--- config.mk ---
export PLATFORM = sky130hd
export DESIGN_NAME = spdif_evt_irq
export DESIGN_NICKNAME = d
export VERILOG_FILES = /design/src/rtl/spdif_irq_pkg.sv /design/src/rtl/spdif_flag_tracker.sv /design/src/rtl/spdif_irq_latch.sv /design/src/rtl/spdif_reg_port.sv /design/src/rtl/spdif_evt_irq.sv
export SDC_FILE = /design/constraint.sdc
export NUM_CORES = 1
export LEC_CHECK = 0
export ABC_AREA = 0
export ABC_CLOCK_PERIOD_IN_PS = 2020
export BUFFER_PORTS_ARGS = -buffer_cell sky130_fd_sc_hd__buf_2
export CAP_MARGIN = 20
export CORE_AREA = 2 2 76 42
export DETAILED_ROUTE_END_ITERATION = 7
export DIE_AREA = 0 0 78 44
export PLACE_DENSITY = 0.8
export RECOVER_POWER = 50
export REMOVE_ABC_BUFFERS = 1
export SLEW_MARGIN = 10
export SYNTH_ARGS = -nofsm -noshare
export SYNTH_HDL_FRONTEND = slang
export SYNTH_SLANG_ARGS = --single-unit
--- constraint.sdc ---
create_clock -name clk -period 2.02 [get_ports clk]
set_clock_uncertainty 0.15 [all_clocks]
set_input_delay 0.101 -clock clk [delete_from_list [all_inputs] [get_ports clk]]
set_output_delay 0.101 -clock clk [all_outputs]
set_load 0.01 [all_outputs]
--- src/rtl/spdif_irq_pkg.sv ---
package spdif_irq_pkg;

    localparam int EVT_N  = 8;
    localparam int FLAG_W = 7;

    // Event bit positions shared by mask and interrupt status
    localparam int EV_UNLOCK = 0;
    localparam int EV_INVAL  = 1;
    localparam int EV_CSUPD  = 2;
    localparam int EV_TXERR  = 3;
    localparam int EV_NONAUD = 4;
    localparam int EV_COPY   = 5;
    localparam int EV_DEEMPH = 6;
    localparam int EV_RATE   = 7;

    // Packed so that the bit order equals the status register layout
    typedef struct packed {
        logic       unlock;
        logic [1:0] rate;
        logic       deemph;
        logic       copy_free;
        logic       sync_np;
        logic       audio_n;
    } flags_t;

endpackage

--- src/rtl/spdif_flag_tracker.sv ---
module spdif_flag_tracker
    import spdif_irq_pkg::*;
(
    input  logic             clk,
    input  logic             rst_n,
    input  flags_t           flags_i,
    output flags_t           flags_o,
    output logic [EVT_N-1:0] upd_o
);

    typedef struct packed {
        flags_t snap;
        logic   primed;
    } trk_t;

    trk_t   d, q;
    flags_t diff;

    always_comb begin
        d        = q;
        d.snap   = flags_i;
        d.primed = 1'b1;
        diff     = flags_i ^ q.snap;
        upd_o    = '0;
        if (q.primed) begin
            upd_o[EV_UNLOCK] = diff.unlock;
            upd_o[EV_NONAUD] = diff.audio_n | diff.sync_np;
            upd_o[EV_COPY]   = diff.copy_free;
            upd_o[EV_DEEMPH] = diff.deemph;
            upd_o[EV_RATE]   = |diff.rate;
        end
    end

    always_ff @(posedge clk or negedge rst_n) begin
        if (!rst_n) q <= '0;
        else        q <= d;
    end

    assign flags_o = q.snap;

    // snapshot equals the flags present one edge earlier
    p_snap_follow_r2: assert property (@(posedge clk) disable iff (!rst_n)
        1'b1 |=> flags_o == $past(flags_i));

    // no update event before the first sample has been taken
    p_quiet_first_r5: assert property (@(posedge clk) disable iff (!rst_n)
        !q.primed |-> upd_o == '0);

endmodule

--- src/rtl/spdif_irq_latch.sv ---
module spdif_irq_latch
    import spdif_irq_pkg::*;
(
    input  logic             clk,
    input  logic             rst_n,
    input  logic [EVT_N-1:0] evt_i,
    input  logic [EVT_N-1:0] mask_i,
    input  logic             clr_i,
    output logic [EVT_N-1:0] istat_o,
    output logic             irq_n_o
);

    typedef struct packed {
        logic [EVT_N-1:0] pend;
    } lat_t;

    lat_t             d, q;
    logic [EVT_N-1:0] live;

    always_comb begin
        live   = evt_i & ~mask_i;
        d      = q;
        d.pend = (clr_i ? '0 : q.pend) | live;
    end

    always_ff @(posedge clk or negedge rst_n) begin
        if (!rst_n) q <= '0;
        else        q <= d;
    end

    assign istat_o = q.pend;
    assign irq_n_o = ~|(q.pend & ~mask_i);

    // a masked, clear bit stays clear across the edge
    p_mask_block_r7: assert property (@(posedge clk) disable iff (!rst_n)
        1'b1 |=> (istat_o & $past(mask_i & ~istat_o)) == '0);

    // without a clear, latched bits stay latched
    p_sticky_r6: assert property (@(posedge clk) disable iff (!rst_n)
        !clr_i |=> (istat_o & $past(istat_o)) == $past(istat_o));

    // every unmasked event is latched on the next edge
    p_evt_set_r4: assert property (@(posedge clk) disable iff (!rst_n)
        1'b1 |=> (istat_o & $past(evt_i & ~mask_i)) == $past(evt_i & ~mask_i));

endmodule

--- src/rtl/spdif_reg_port.sv ---
module spdif_reg_port #(
    parameter int          ADDR_W     = 8,
    parameter int          DATA_W     = 8,
    parameter logic [7:0]  MASK_ADDR  = 8'h0A,
    parameter logic [7:0]  ISTAT_ADDR = 8'h0B,
    parameter logic [7:0]  STAT_ADDR  = 8'h0C
) (
    input  logic              clk,
    input  logic              rst_n,
    input  logic [ADDR_W-1:0] addr_i,
    input  logic              wr_i,
    input  logic              rd_i,
    input  logic [DATA_W-1:0] wdata_i,
    input  logic [DATA_W-1:0] stat_i,
    input  logic [DATA_W-1:0] istat_i,
    output logic [DATA_W-1:0] mask_o,
    output logic              clr_o,
    output logic [DATA_W-1:0] rdata_o
);

    localparam logic [ADDR_W-1:0] A_MASK  = ADDR_W'(MASK_ADDR);
    localparam logic [ADDR_W-1:0] A_ISTAT = ADDR_W'(ISTAT_ADDR);
    localparam logic [ADDR_W-1:0] A_STAT  = ADDR_W'(STAT_ADDR);

    typedef struct packed {
        logic [DATA_W-1:0] mask;
        logic [DATA_W-1:0] rdata;
    } rp_t;

    rp_t d, q;

    always_comb begin
        d     = q;
        clr_o = rd_i && (addr_i == A_ISTAT);
        if (wr_i && addr_i == A_MASK) d.mask = wdata_i;
        if (rd_i) begin
            case (addr_i)
                A_MASK:  d.rdata = q.mask;
                A_ISTAT: d.rdata = istat_i;
                A_STAT:  d.rdata = stat_i;
                default: d.rdata = '0;
            endcase
        end
    end

    always_ff @(posedge clk or negedge rst_n) begin
        if (!rst_n) q <= '0;
        else        q <= d;
    end

    assign mask_o  = q.mask;
    assign rdata_o = q.rdata;

    // only a write to the mask address changes the mask
    p_mask_hold_r10: assert property (@(posedge clk) disable iff (!rst_n)
        !(wr_i && addr_i == A_MASK) |=> $stable(mask_o));

    // an interrupt status read returns the value held at the read
    p_read_val_r9: assert property (@(posedge clk) disable iff (!rst_n)
        clr_o |=> rdata_o == $past(istat_i));

endmodule

--- src/rtl/spdif_evt_irq.sv ---
module spdif_evt_irq
    import spdif_irq_pkg::*;
(
    input  logic       clk,
    input  logic       rst_n,
    input  logic       audio_n_i,
    input  logic       sync_np_i,
    input  logic       copy_free_i,
    input  logic       deemph_i,
    input  logic [1:0] rate_i,
    input  logic       unlock_i,
    input  logic       invalid_i,
    input  logic       cs_upd_i,
    input  logic       tx_err_i,
    input  logic [7:0] reg_addr_i,
    input  logic       reg_wr_i,
    input  logic       reg_rd_i,
    input  logic [7:0] reg_wdata_i,
    output logic [7:0] reg_rdata_o,
    output logic       irq_n_o
);

    localparam int DATA_W = EVT_N;

    flags_t            flags_in;
    flags_t            flags_snap;
    logic [EVT_N-1:0]  upd;
    logic [EVT_N-1:0]  evt;
    logic [EVT_N-1:0]  mask;
    logic [EVT_N-1:0]  istat;
    logic              clr;
    logic [DATA_W-1:0] stat_word;

    always_comb begin
        flags_in.unlock    = unlock_i;
        flags_in.rate      = rate_i;
        flags_in.deemph    = deemph_i;
        flags_in.copy_free = copy_free_i;
        flags_in.sync_np   = sync_np_i;
        flags_in.audio_n   = audio_n_i;
        evt                = upd;
        evt[EV_INVAL]      = invalid_i;
        evt[EV_CSUPD]      = cs_upd_i;
        evt[EV_TXERR]      = tx_err_i;
    end

    assign stat_word = DATA_W'(flags_snap);

    spdif_flag_tracker u_trk (
        .clk     (clk),
        .rst_n   (rst_n),
        .flags_i (flags_in),
        .flags_o (flags_snap),
        .upd_o   (upd)
    );

    spdif_irq_latch u_lat (
        .clk     (clk),
        .rst_n   (rst_n),
        .evt_i   (evt),
        .mask_i  (mask),
        .clr_i   (clr),
        .istat_o (istat),
        .irq_n_o (irq_n_o)
    );

    spdif_reg_port #(
        .ADDR_W (8),
        .DATA_W (DATA_W)
    ) u_reg (
        .clk     (clk),
        .rst_n   (rst_n),
        .addr_i  (reg_addr_i),
        .wr_i    (reg_wr_i),
        .rd_i    (reg_rd_i),
        .wdata_i (reg_wdata_i),
        .stat_i  (stat_word),
        .istat_i (istat),
        .mask_o  (mask),
        .clr_o   (clr),
        .rdata_o (reg_rdata_o)
    );

    // when the pin falls, the status word already holds the sampled flags
    p_new_flag_visible_r4: assert property (@(posedge clk) disable iff (!rst_n)
        $fell(irq_n_o) |-> flags_snap == $past(flags_in));

    // the pin is high on the first edge out of reset
    p_rst_high_r1: assert property (@(posedge clk)
        !rst_n |=> irq_n_o);

endmodule

Yosys cells after proc, flatten, opt, wreduce, memory -nomap -nowiden. Cells that the tools add are included.

$add $sub $neg: 0. Multiply operators: 0. Div/mod/pow operators: 0. Magnitude comparators: 0. Eq/ne operators: 3. Shift operators: 0. Multiplexer cells: 4. Bitwise gates (word level): 6. Reductions and logical operators: 5.

Operators by type and width (number): 8-bit by 4-bit == test with 1-bit output, second input constant (3); 8-bit case mux with 3 select lines (1); 8-bit AND (2); 8-bit 2-to-1 mux (1); 8-bit NOT (1); 8-bit bitwise OR (1); 8-bit OR reduction (1); 7-bit XOR (1); 4-bit 2-to-1 mux (1); 1-bit logical AND (2); 2-bit OR reduction (1); 1-bit logical NOT (1); 1-bit 2-to-1 mux (1); 1-bit bitwise OR (1).

Register bits after elaboration: 32. Bits in latches: 0. Bits in writable memories: 0. ROM bits: 0. Output and inout bits: 9. Word-level logic and storage cells: 28. Memories kept: 0.

Logic depth before layout (Yosys ltp). Gate-level depths: netlist (run 1).

Word-level depth: 5. Mapped depth: 4. Depth with buffers taken out: 3.

Hierarchy. From an unflattened synthesis (run 1), not the netlist that was laid out.

Cell total of the unflattened synthesis: 139. Area, all modules: 1554.0 sq um.

Modules (own cells, without submodules): spdif_reg_port (times used 1, cells an instance 68, area an instance 819.5 sq um, seq. area each 400.4 sq um); spdif_flag_tracker (times used 1, cells an instance 32, area an instance 377.9 sq um, seq. area each 200.2 sq um); spdif_irq_latch (times used 1, cells an instance 38, area an instance 352.8 sq um, seq. area each 200.2 sq um); spdif_evt_irq (times used 1, cells an instance 1, area an instance 3.8 sq um, seq. area each 0.0 sq um).

Worst setup path before layout (run 1). No wires, ideal clock.

Path type: input-to-reg. Start: input reg_addr_i[7]. End: register u_lat.q, in the netlist u_lat.istat_o[0]. Library setup time: 0.122 ns. Arrival time: 0.954 ns. Setup slack: 0.795 ns. Cell stages on the path: 3. Cell sequence: nor3b_2 > nand4_1 > a32o_1.

RTL lines: from (decl) (RTL line spdif_evt_irq.sv:15) `input logic [7:0] reg_addr_i,`; to (signal assigned) (RTL line spdif_irq_latch.sv:27) `if (!rst_n) q <= '0;`; to (signal assigned) (RTL line spdif_irq_latch.sv:28) `else q <= d;`; to (decl) (RTL line spdif_irq_latch.sv:17) `lat_t d, q;`.

Worst setup path after layout (run 1).
Start: register u_reg.q, in the netlist u_reg.mask_o[6]. End: output irq_n_o.

Word-level cells in the longest chain between the ends: 4.

Ends and longest elaborated chain: from (decl) (RTL line spdif_reg_port.sv:30) `rp_t d, q;`; from (signal assigned) (RTL line spdif_reg_port.sv:47) `if (!rst_n) q <= '0;`; from (signal assigned) (RTL line spdif_reg_port.sv:48) `else q <= d;`; 8-bit NOT (RTL line spdif_irq_latch.sv:32) `assign irq_n_o = ~|(q.pend & ~mask_i);`; 8-bit AND (RTL line spdif_irq_latch.sv:32); 8-bit OR reduction (RTL line spdif_irq_latch.sv:32); 1-bit logical NOT (RTL line spdif_irq_latch.sv:32); to (decl) (RTL line spdif_evt_irq.sv:20) `output logic irq_n_o`.

Every way passes these cells.

==> results.json, run 1 <==
{
  "grt_max_degree": 33,
  "clockBufferDepth": 2,
  "hold_start": "reg_addr_i[7]",
  "initial_utilization": 0.514,
  "multiInputGateArea_um2": 564,
  "final-seq-area_um2": 801,
  "required_ps": 1770,
  "htree_levels": 2,
  "clk_pin_slew_worst_paths_ps": 60,
  "synth_cell_types": 23,
  "die_x_um": 78,
  "tightest_slew_ps": 759,
  "clkLatencyLatePin_ps": 270,
  "routed_wirelength_um": 3340,
  "slew_headroom": 0.494,
  "yosysTopAreaCell": "dfrtp_1",
  "wl_per_cell_um": 15.3,
  "cp-start-kind": "flip-flop",
  "io_buffers": 38,
  "final_common_cell": "dfrtp_1",
  "p_int_mw": 0.972,
  "dpl.hpwl_um": 2350,
  "tns_ps": 0,
  "synth_seq_cells": 32,
  "antenna_cells": 0,
  "final_cell_mix": "dfrtp_1 (32), buf_2 (22), dlygate4sd3_1 (19)",
  "cap_viol_max_count": 0,
  "place_congestion": 0.776,
  "ant_nets": 0,
  "rsz0062_at_grt": "false",
  "ys_seq_area_frac": 0.556,
  "final_nets": 209,
  "chipHeight_um": 44,
  "cts.sinks": 32,
  "period_share": 0.744,
  "ir_worst_vdd_mv": 0.443,
  "drt-pass1-iter-count": 4,
  "cts_tree": "done",
  "drtIter0Drc": 50,
  "placedCellCount": 193,
  "antenna_found_initial": 0,
  "criticalPathCategory": "reg2out",
  "die_area_mm2": 0.00343,
  "final-instance-count-excl-fill": 219,
  "n_fill_cell": 235,
  "synth_area_mm2": 0.00144,
  "p_seq_frac": 0.535,
  "crit_fanout": 3,
  "io_pins": 39,
  "combPwrFrac": 0.118,
  "cts_resized": 0,
  "min_period_ps": 1500,
  "ys_warn_count": 0,
  "fp-row-count": 14,
  "synth_top_area_frac": 0.556,
  "grt_pass1_wl_um": 5380,
  "syn_inst": 117,
  "powerDensity_mw_per_mm2": 655,
  "numCtsBuffers": 5,
  "grt_usage": 0.216,
  "setup_violations": 0,
  "timing.fmax_mhz": 665,
  "routed-via-count": 1173,
  "core_area_mm2": 0.00280,
  "drc": 0,
  "switching_share": 0.228,
  "power.leakage_nw": 0.817,
  "avgSynthCellArea_um2": 12.3,
  "slew_violations": 0,
  "grt_pass1_vias": 1137,
  "crit_path_end_kind": "primary output",
  "finalHoldViolCount": 0,
  "pwr-share-clk": 0.348,
  "crit_arrival_ps": 1250,
  "vias_per_cell": 5.36,
  "grt.overflow.total": 0,
  "hold_path_class": "in2reg",
  "post_cts_buffers": 0,
  "yosys-top-cells-area": "dfrtp_1 (56%), mux2_2 (13%), a22oi_1 (5.2%)",
  "status": "finished, final reports clean",
  "crit_start": "u_reg.mask_o[6]$_DFFE_PN0P_",
  "p_switching_mw": 0.287,
  "r2r-start": "u_lat.istat_o[3]$_DFF_PN0_",
  "cts-root-buf": "clkbuf_8",
  "syn_to_final_growth_pct": 33.3,
  "drive_gt1_frac": 0.274
}
==> Yosys cell counts <==
cell / count
a22o_1: 3
a22oi_1: 10
a32o_1: 5
a32oi_1: 1
and2_1: 1
and4_1: 1
buf_2: 1
buf_4: 1
clkbuf_1: 1
conb_1: 1
dfrtp_1: 32
inv_1: 16
mux2_2: 16
nand2_1: 3
nand3_1: 2
nand4_1: 1
nand4_4: 1
nor2_1: 2
nor2b_1: 2
nor3b_2: 2
o22ai_1: 8
xnor2_1: 4
xor2_1: 3
==> metrics by stage <==
stage	total power, mW	area [um^2]	hold WS (ps)	setup WS [ps]	util
2_1_floorplan	0.738	1430	-345	561	-
3_3_place_gp	0.800	1670	22.5	514	0.597
6_report	1.26	1920	9.21	517	0.686
3_5_place_dp	0.806	1670	30.5	442	0.597
5_1_grt	1.31	1920	28.1	427	0.686
4_1_cts	1.27	1940	4.11	520	0.692
==> what timing repair did <==
action                     4_1_cts  5_1_grt
hold buffers                    19        0
setup endpoints to repair        0        0
hold endpoints to repair        50        0
==> cells by family (layout without fill, tap and decap cells) <==
kind of cell / count (synthesis) / count (layout) / share of synthesized area
flip-flops: 32 / 32 / 0.556
AO/OA/AOI/OAI: 27 / 27 / 0.146
buffers and inverters: 19 / 81 / 0.0529
multiplexers: 16 / 16 / 0.125
AND/OR/NAND/NOR: 15 / 15 / 0.0755
XOR/XNOR: 7 / 7 / 0.0425
other: 1 / 1 / 0.00260
==> worst max-delay path, cell delays in order (launching register included) <==
cell and delay, ps:
dfrtp_1 370, inv_1 70, a22oi_1 200, and4_1 220
buf_2 130
==> registers in the layout, summed over array words and instances, names as in the netlist <==
signal         flops
u_lat.istat_o      8
u_reg.mask_o       8
u_reg.rdata_o      8
u_trk.flags_o      7
u_trk.q            1
==> final timing paths <==
check                                                to  slack [ps]  cells after the start
setup / recovery                                irq_n_o         520                      4
hold / removal             u_reg.rdata_o[7]$_DFFE_PN0P_           9                      4
setup reg to reg           u_reg.rdata_o[3]$_DFFE_PN0P_         790                      3
hold reg to reg              u_lat.istat_o[2]$_DFF_PN0_         370                      1
max in group asynchronous    u_lat.istat_o[6]$_DFF_PN0_         960                      2
min in group asynchronous   u_reg.mask_o[4]$_DFFE_PN0P_         280                      2
==> per-layer routing <==
| metal | global-route usage | wire length, um | vias up |
|---|---|---|---|
| met4 | 0.0632 | 36 | 0 |
| met5 | 0 | 0 | - |
| met2 | 0.343 | 1510 | 56 |
| met1 | 0.290 | 1550 | 566 |
| li1 | - | - | 544 |
| met3 | 0.0708 | 247 | 7 |
==> power groups by stage <==
| stage | clock, mW | combinational (mW) | sequential (mW) |
|---|---|---|---|
| finish | 0.438 | 0.148 | 0.673 |
| global route | 0.476 | 0.164 | 0.676 |
| CTS | 0.450 | 0.151 | 0.673 |
| detailed placement | 0 | 0.121 | 0.685 |
| global placement | 0 | 0.117 | 0.684 |
| floorplan | 0 | 0.0571 | 0.681 |
==> area by class of cell <==
cell class	count	share of cell area
well taps	40	0.0260
clock buffers	6	0.0378
clock inverters	1	0.00260
multi-input cells	66	0.294
repair buffers	58	0.192
inverters	16	0.0313
flip-flops and latches	32	0.417
Power figures use the tool's default switching activity.
==> run 2, diff against run 1 <==
- ABC_CLOCK_PERIOD_IN_PS: 2020 -> 1300
- CORE_AREA: 2 2 76 42 -> 2 2 83 45
- DIE_AREA: 0 0 78 44 -> 0 0 85 47
- PLACE_DENSITY: 0.8 -> 0.72
- clock period: 2.02 -> 1.3 ns (I/O delays scaled with it)
==> run 2 against run 1 <==
The run now ends with setup timing left. Sequential power is 56% higher. Hold slack better by 16 ps. Design area is 9.2% higher. Critical path type unchanged. Critical endpoint unchanged. Largest cell class unchanged. Largest power group unchanged. Highest routed layer unchanged.
==> results.json, run 2 (synthesis results as in run 1) <==
{
  "cts_tree": "done",
  "htree_levels": 2,
  "final-instance-count-excl-fill": 236,
  "dpl.hpwl_um": 2420,
  "cts.sinks": 32,
  "final_cell_mix": "buf_2 (32), dfrtp_1 (32), dlygate4sd3_1 (22)",
  "ir_worst_vdd_mv": 0.609,
  "post-route-cell-area_mm2": 0.00210,
  "initial_utilization": 0.439,
  "crit_start": "u_lat.istat_o[5]$_DFF_PN0_",
  "cap_viol_max_count": 0,
  "cpPeakStageDelay_ps": 400,
  "grt_usage": 0.198,
  "ant_nets": 0,
  "clkLatencyLatePin_ps": 280,
  "drtIter0Drc": 82,
  "grt_max_degree": 33,
  "routed-via-count": 1196,
  "routed_wirelength_um": 3520,
  "tightest_slew_ps": 718,
  "chipHeight_um": 47,
  "wl_met1_um": 1700,
  "status": "finished with violations",
  "power.leakage_nw": 0.937,
  "required_ps": 1090,
  "r2r-start": "u_lat.istat_o[5]$_DFF_PN0_",
  "place_congestion": 0.772,
  "grt_pass1_vias": 1207,
  "drt-pass1-iter-count": 4,
  "die_area_mm2": 0.00400,
  "finalHoldViolCount": 0,
  "crit_arrival_ps": 1220,
  "routed-wl-met3_um": 264,
  "numCtsBuffers": 5,
  "drive_gt1_frac": 0.387,
  "slew_headroom": 0.521,
  "final_nets": 223,
  "cts-root-buf": "clkbuf_8",
  "vias_per_cell": 5.07,
  "regToRegEndpoint": "u_reg.rdata_o[5]$_DFFE_PN0P_",
  "hold_path_class": "in2reg",
  "crit_path_end_kind": "primary output",
  "clk_pin_slew_worst_paths_ps": 60,
  "criticalPathCategory": "reg2out",
  "dr.max_layer_used": "met4",
  "slew_violations": 0,
  "core_area_mm2": 0.00328,
  "rsz0062_at_grt": "true",
  "io_pins": 39,
  "grt.overflow.total": 0,
  "hold_ws_ps": 24.9,
  "tns_ps": -138,
  "place_area_mm2": 0.00172,
  "violations": "setup timing",
  "antenna_cells": 0,
  "met2_wirelength_um": 1510,
  "placedCellCount": 201,
  "powerDensity_mw_per_mm2": 1000,
  "r2r_cells": 4,
  "r2r_setup_slack_ps": -10,
  "io_buffers": 38,
  "worstSetupEndpoint": "irq_n_o",
  "utilization": 0.639,
  "cp-start-kind": "flip-flop",
  "crit_chain": "a22oi_2 > and4_1 > buf_2",
  "drc": 0,
  "period_share": 1.10,
  "antenna_found_initial": 0,
  "setup_violations": 2,
  "timing.fmax_mhz": 698,
  "clockBufferDepth": 2,
  "crit_fanout": 2,
  "min_period_ps": 1430,
  "cp_slowest_cell": "dfrtp_1",
  "grt_pass1_wl_um": 5720,
  "syn_to_final_growth_pct": 45.6,
  "wl_per_cell_um": 14.9,
  "hold_depth": 3,
  "layout_setup_ws_ps": -133,
  "fp-row-count": 15,
  "die_x_um": 85
}
[run 2: changes by cell type in the layout (fill, tap and decap cells not counted), moves of 2 or more]
cell           change
clkbuf_1           -7
inv_2              +2
a22oi_1            -4
a22oi_2            +4
buf_4              +9
dlygate4sd3_1      +3
buf_2             +10
inv_1              -2
[run 2: worst max-delay path, delay by kind of cell, from the launching register on]
family | cells | cell delay, ps
compound gates | 1 | 200
buf+inv | 1 | 130
flops | 1 | 400
simple gates | 1 | 200
[run 2: layer usage]
| metal | global-route usage | vias to the layer above |
|---|---|---|
| met5 | 0 | - |
| met4 | 0.0857 | 0 |
| met3 | 0.0615 | 7 |
| met2 | 0.300 | 39 |
| met1 | 0.269 | 573 |
| li1 | - | 577 |
[run 2: area by class of cell]
type / count / area (um^2)
fill: 271 / 1190
sequential: 32 / 801
multi-input combinational: 66 / 602
timing repair buffer: 72 / 493
clock buffer: 8 / 90.1
inverter: 16 / 60.1
tap: 42 / 52.6
[run 2: worst min path at each step]
stage	startpoint	to
6_report	reg_rd_i	u_reg.rdata_o[1]$_DFFE_PN0P_
5_1_grt	reg_rd_i	u_reg.rdata_o[2]$_DFFE_PN0P_
4_1_cts	reg_addr_i[2]	u_reg.rdata_o[6]$_DFFE_PN0P_
3_5_place_dp	rst_n	u_reg.mask_o[6]$_DFFE_PN0P_
3_3_place_gp	rst_n	u_trk.flags_o[3]$_DFF_PN0_
2_1_floorplan	rst_n	u_lat.istat_o[0]$_DFF_PN0_
[run 2: power by group]
group | internal [mW] | switching, mW
registers | 1.02 | 0.0233
clock network | 0.431 | 0.351
logic | 0.152 | 0.117
total | 1.61 | 0.492
[run 2: per-stage QoR]
step | setup WS [ps] | power [mW]
after floorplan | -123 | 1.15
after global placement | -34.4 | 1.26
after detailed placement | -78.9 | 1.26
after CTS | -140 | 2.11
after global routing | -184 | 2.19
final | -133 | 2.10
[run 2: timing repair]
item                                    CTS  global route
endpoints found under the hold margin    51             0
hold buffers                             22             0
resized for setup                         3             7
endpoints found under the setup margin    1             3
pin swaps                                 4             3
setup buffers                             4             1
==> run 3, diff against run 2 <==
- PLACE_DENSITY: 0.72 -> 0.71
==> run 3 against run 2 <==
The run ends with hold timing, setup timing left. Sequential cell count unchanged. Cell count did not move. Count of clock-buffer cells in the layout fell by 1. Critical endpoint unchanged. Largest cell class unchanged.
==> results.json, run 3 (synthesis results as in run 1) <==
{
  "grt_max_degree": 33,
  "fp-row-count": 15,
  "cts.sinks": 32,
  "cap_viol_max_count": 0,
  "hold_path_class": "in2reg",
  "slew_headroom": 0.470,
  "grt_pass1_wl_um": 5890,
  "final_cell_mix": "dfrtp_1 (32), buf_2 (31), dlygate4sd3_1 (20)",
  "drive_gt1_frac": 0.407,
  "vias_per_cell": 5.17,
  "antenna_cells": 0,
  "crit_arrival_ps": 1220,
  "clk_pin_slew_worst_paths_ps": 60,
  "chipHeight_um": 47,
  "final_common_cell": "dfrtp_1",
  "final_nets": 223,
  "dpl.hpwl_um": 2570,
  "routed-via-count": 1219,
  "crit_fanout": 2,
  "hold_ws_ps": -2.65,
  "place_congestion": 0.782,
  "cts_tree": "done",
  "rsz0062_at_grt": "true",
  "ir_worst_vdd_mv": 0.475,
  "ant_nets": 0,
  "wl_per_cell_um": 15.5,
  "drc": 0,
  "clockBufferDepth": 2,
  "cp-start-kind": "flip-flop",
  "syn_to_final_growth_pct": 45.2,
  "initial_utilization": 0.439,
  "violations": "hold timing, setup timing",
  "crit_path_end_kind": "primary output",
  "antenna_found_initial": 0,
  "grt_pass1_vias": 1248,
  "setup_violations": 2,
  "grt.overflow.total": 0,
  "io_pins": 39,
  "grt_usage": 0.201,
  "drtIter0Drc": 86,
  "r2r_cells": 4,
  "htree_levels": 2,
  "hold_depth": 3,
  "layout_setup_ws_ps": -138,
  "dpl_worst_slack_ps": -68.5,
  "clkLatencyLatePin_ps": 280,
  "routed_wirelength_um": 3660,
  "cts-root-buf": "clkbuf_8",
  "drt-pass1-iter-count": 4,
  "core_area_mm2": 0.00328,
  "die_x_um": 85,
  "io_buffers": 38,
  "period_share": 1.11,
  "timing.fmax_mhz": 695,
  "criticalPathCategory": "reg2out",
  "min_period_ps": 1440,
  "status": "finished with violations",
  "tightest_slew_ps": 794,
  "die_area_mm2": 0.00400,
  "power.leakage_nw": 0.929,
  "powerDensity_mw_per_mm2": 999,
  "slew_violations": 0,
  "numCtsBuffers": 5,
  "required_ps": 1090,
  "finalHoldViolCount": 1
}
==> run 3: changes by cell type in the layout (fill, tap and decap cells not counted), sizes merged <==
cell	delta
buf	+1
clkinvlp	+1
dlygate4sd3	-2
==> run 3: final timing paths <==
check | from | to | slack (ps)
min in group asynchronous | rst_n | u_reg.mask_o[6]$_DFFE_PN0P_ | 330
max in group asynchronous | rst_n | u_reg.rdata_o[7]$_DFFE_PN0P_ | 170
hold / removal | reg_addr_i[2] | u_reg.rdata_o[6]$_DFFE_PN0P_ | -3
setup / recovery | u_lat.istat_o[6]$_DFF_PN0_ | irq_n_o | -140
setup reg to reg | u_lat.istat_o[6]$_DFF_PN0_ | u_reg.rdata_o[6]$_DFFE_PN0P_ | -30
hold reg to reg | u_reg.rdata_o[3]$_DFFE_PN0P_ | u_reg.rdata_o[3]$_DFFE_PN0P_ | 380
==> run 3: layout make-up <==
class	instances	area [um^2]
fill	272	1190
sequential	32	801
multi-input combinational	66	598
timing repair buffer	72	488
clock buffer	7	86.3
inverter	16	60.1
tap	42	52.6
clock inverter	1	7.51
==> run 3: power by group <==
| part | leakage, nW | switching [mW] | internal, mW | total, mW |
|---|---|---|---|---|
| sequential | 0.385 | 0.0254 | 1.02 | 1.05 |
| clock | 0.0445 | 0.348 | 0.429 | 0.777 |
| combinational | 0.499 | 0.118 | 0.148 | 0.266 |
==> run 3: worst max-delay path: stages, from the launching register on <==
cell and delay (ps):
dfrtp_1 410, a22oi_2 220, and4_1 200, buf_2 130
==> run 3: per-stage QoR <==
step,total power [mW],utilization,instance area [um^2],setup TNS (ps),cells
floorplan,1.15,-,1430,-1290,114
global placement,1.26,0.526,1730,0,202
detailed placement,1.27,0.526,1730,-533,202
CTS,2.11,0.628,2060,-180,234
global route,2.19,0.637,2090,-328,236
finish,2.09,0.637,2090,-166,236
==> run 3: timing repair <==
item / CTS / global route
gates resized for setup: 3 / 7
buffers inserted: 4 / 2
endpoints found under the setup margin: 1 / 3
pin swaps: 4 / 3
hold buffers: 20 / 0
hold endpoints to repair: 51 / 0
==> run 3: routing by layer <==
| metal | global-route usage | vias to the layer above | share of wire |
|---|---|---|---|
| li1 | - | 569 | - |
| met2 | 0.330 | 53 | 0.46 |
| met5 | 0 | - | 0 |
| met1 | 0.266 | 595 | 0.47 |
| met3 | 0.0773 | 2 | 0.072 |
| met4 | 0.0317 | 0 | 0.0022 |
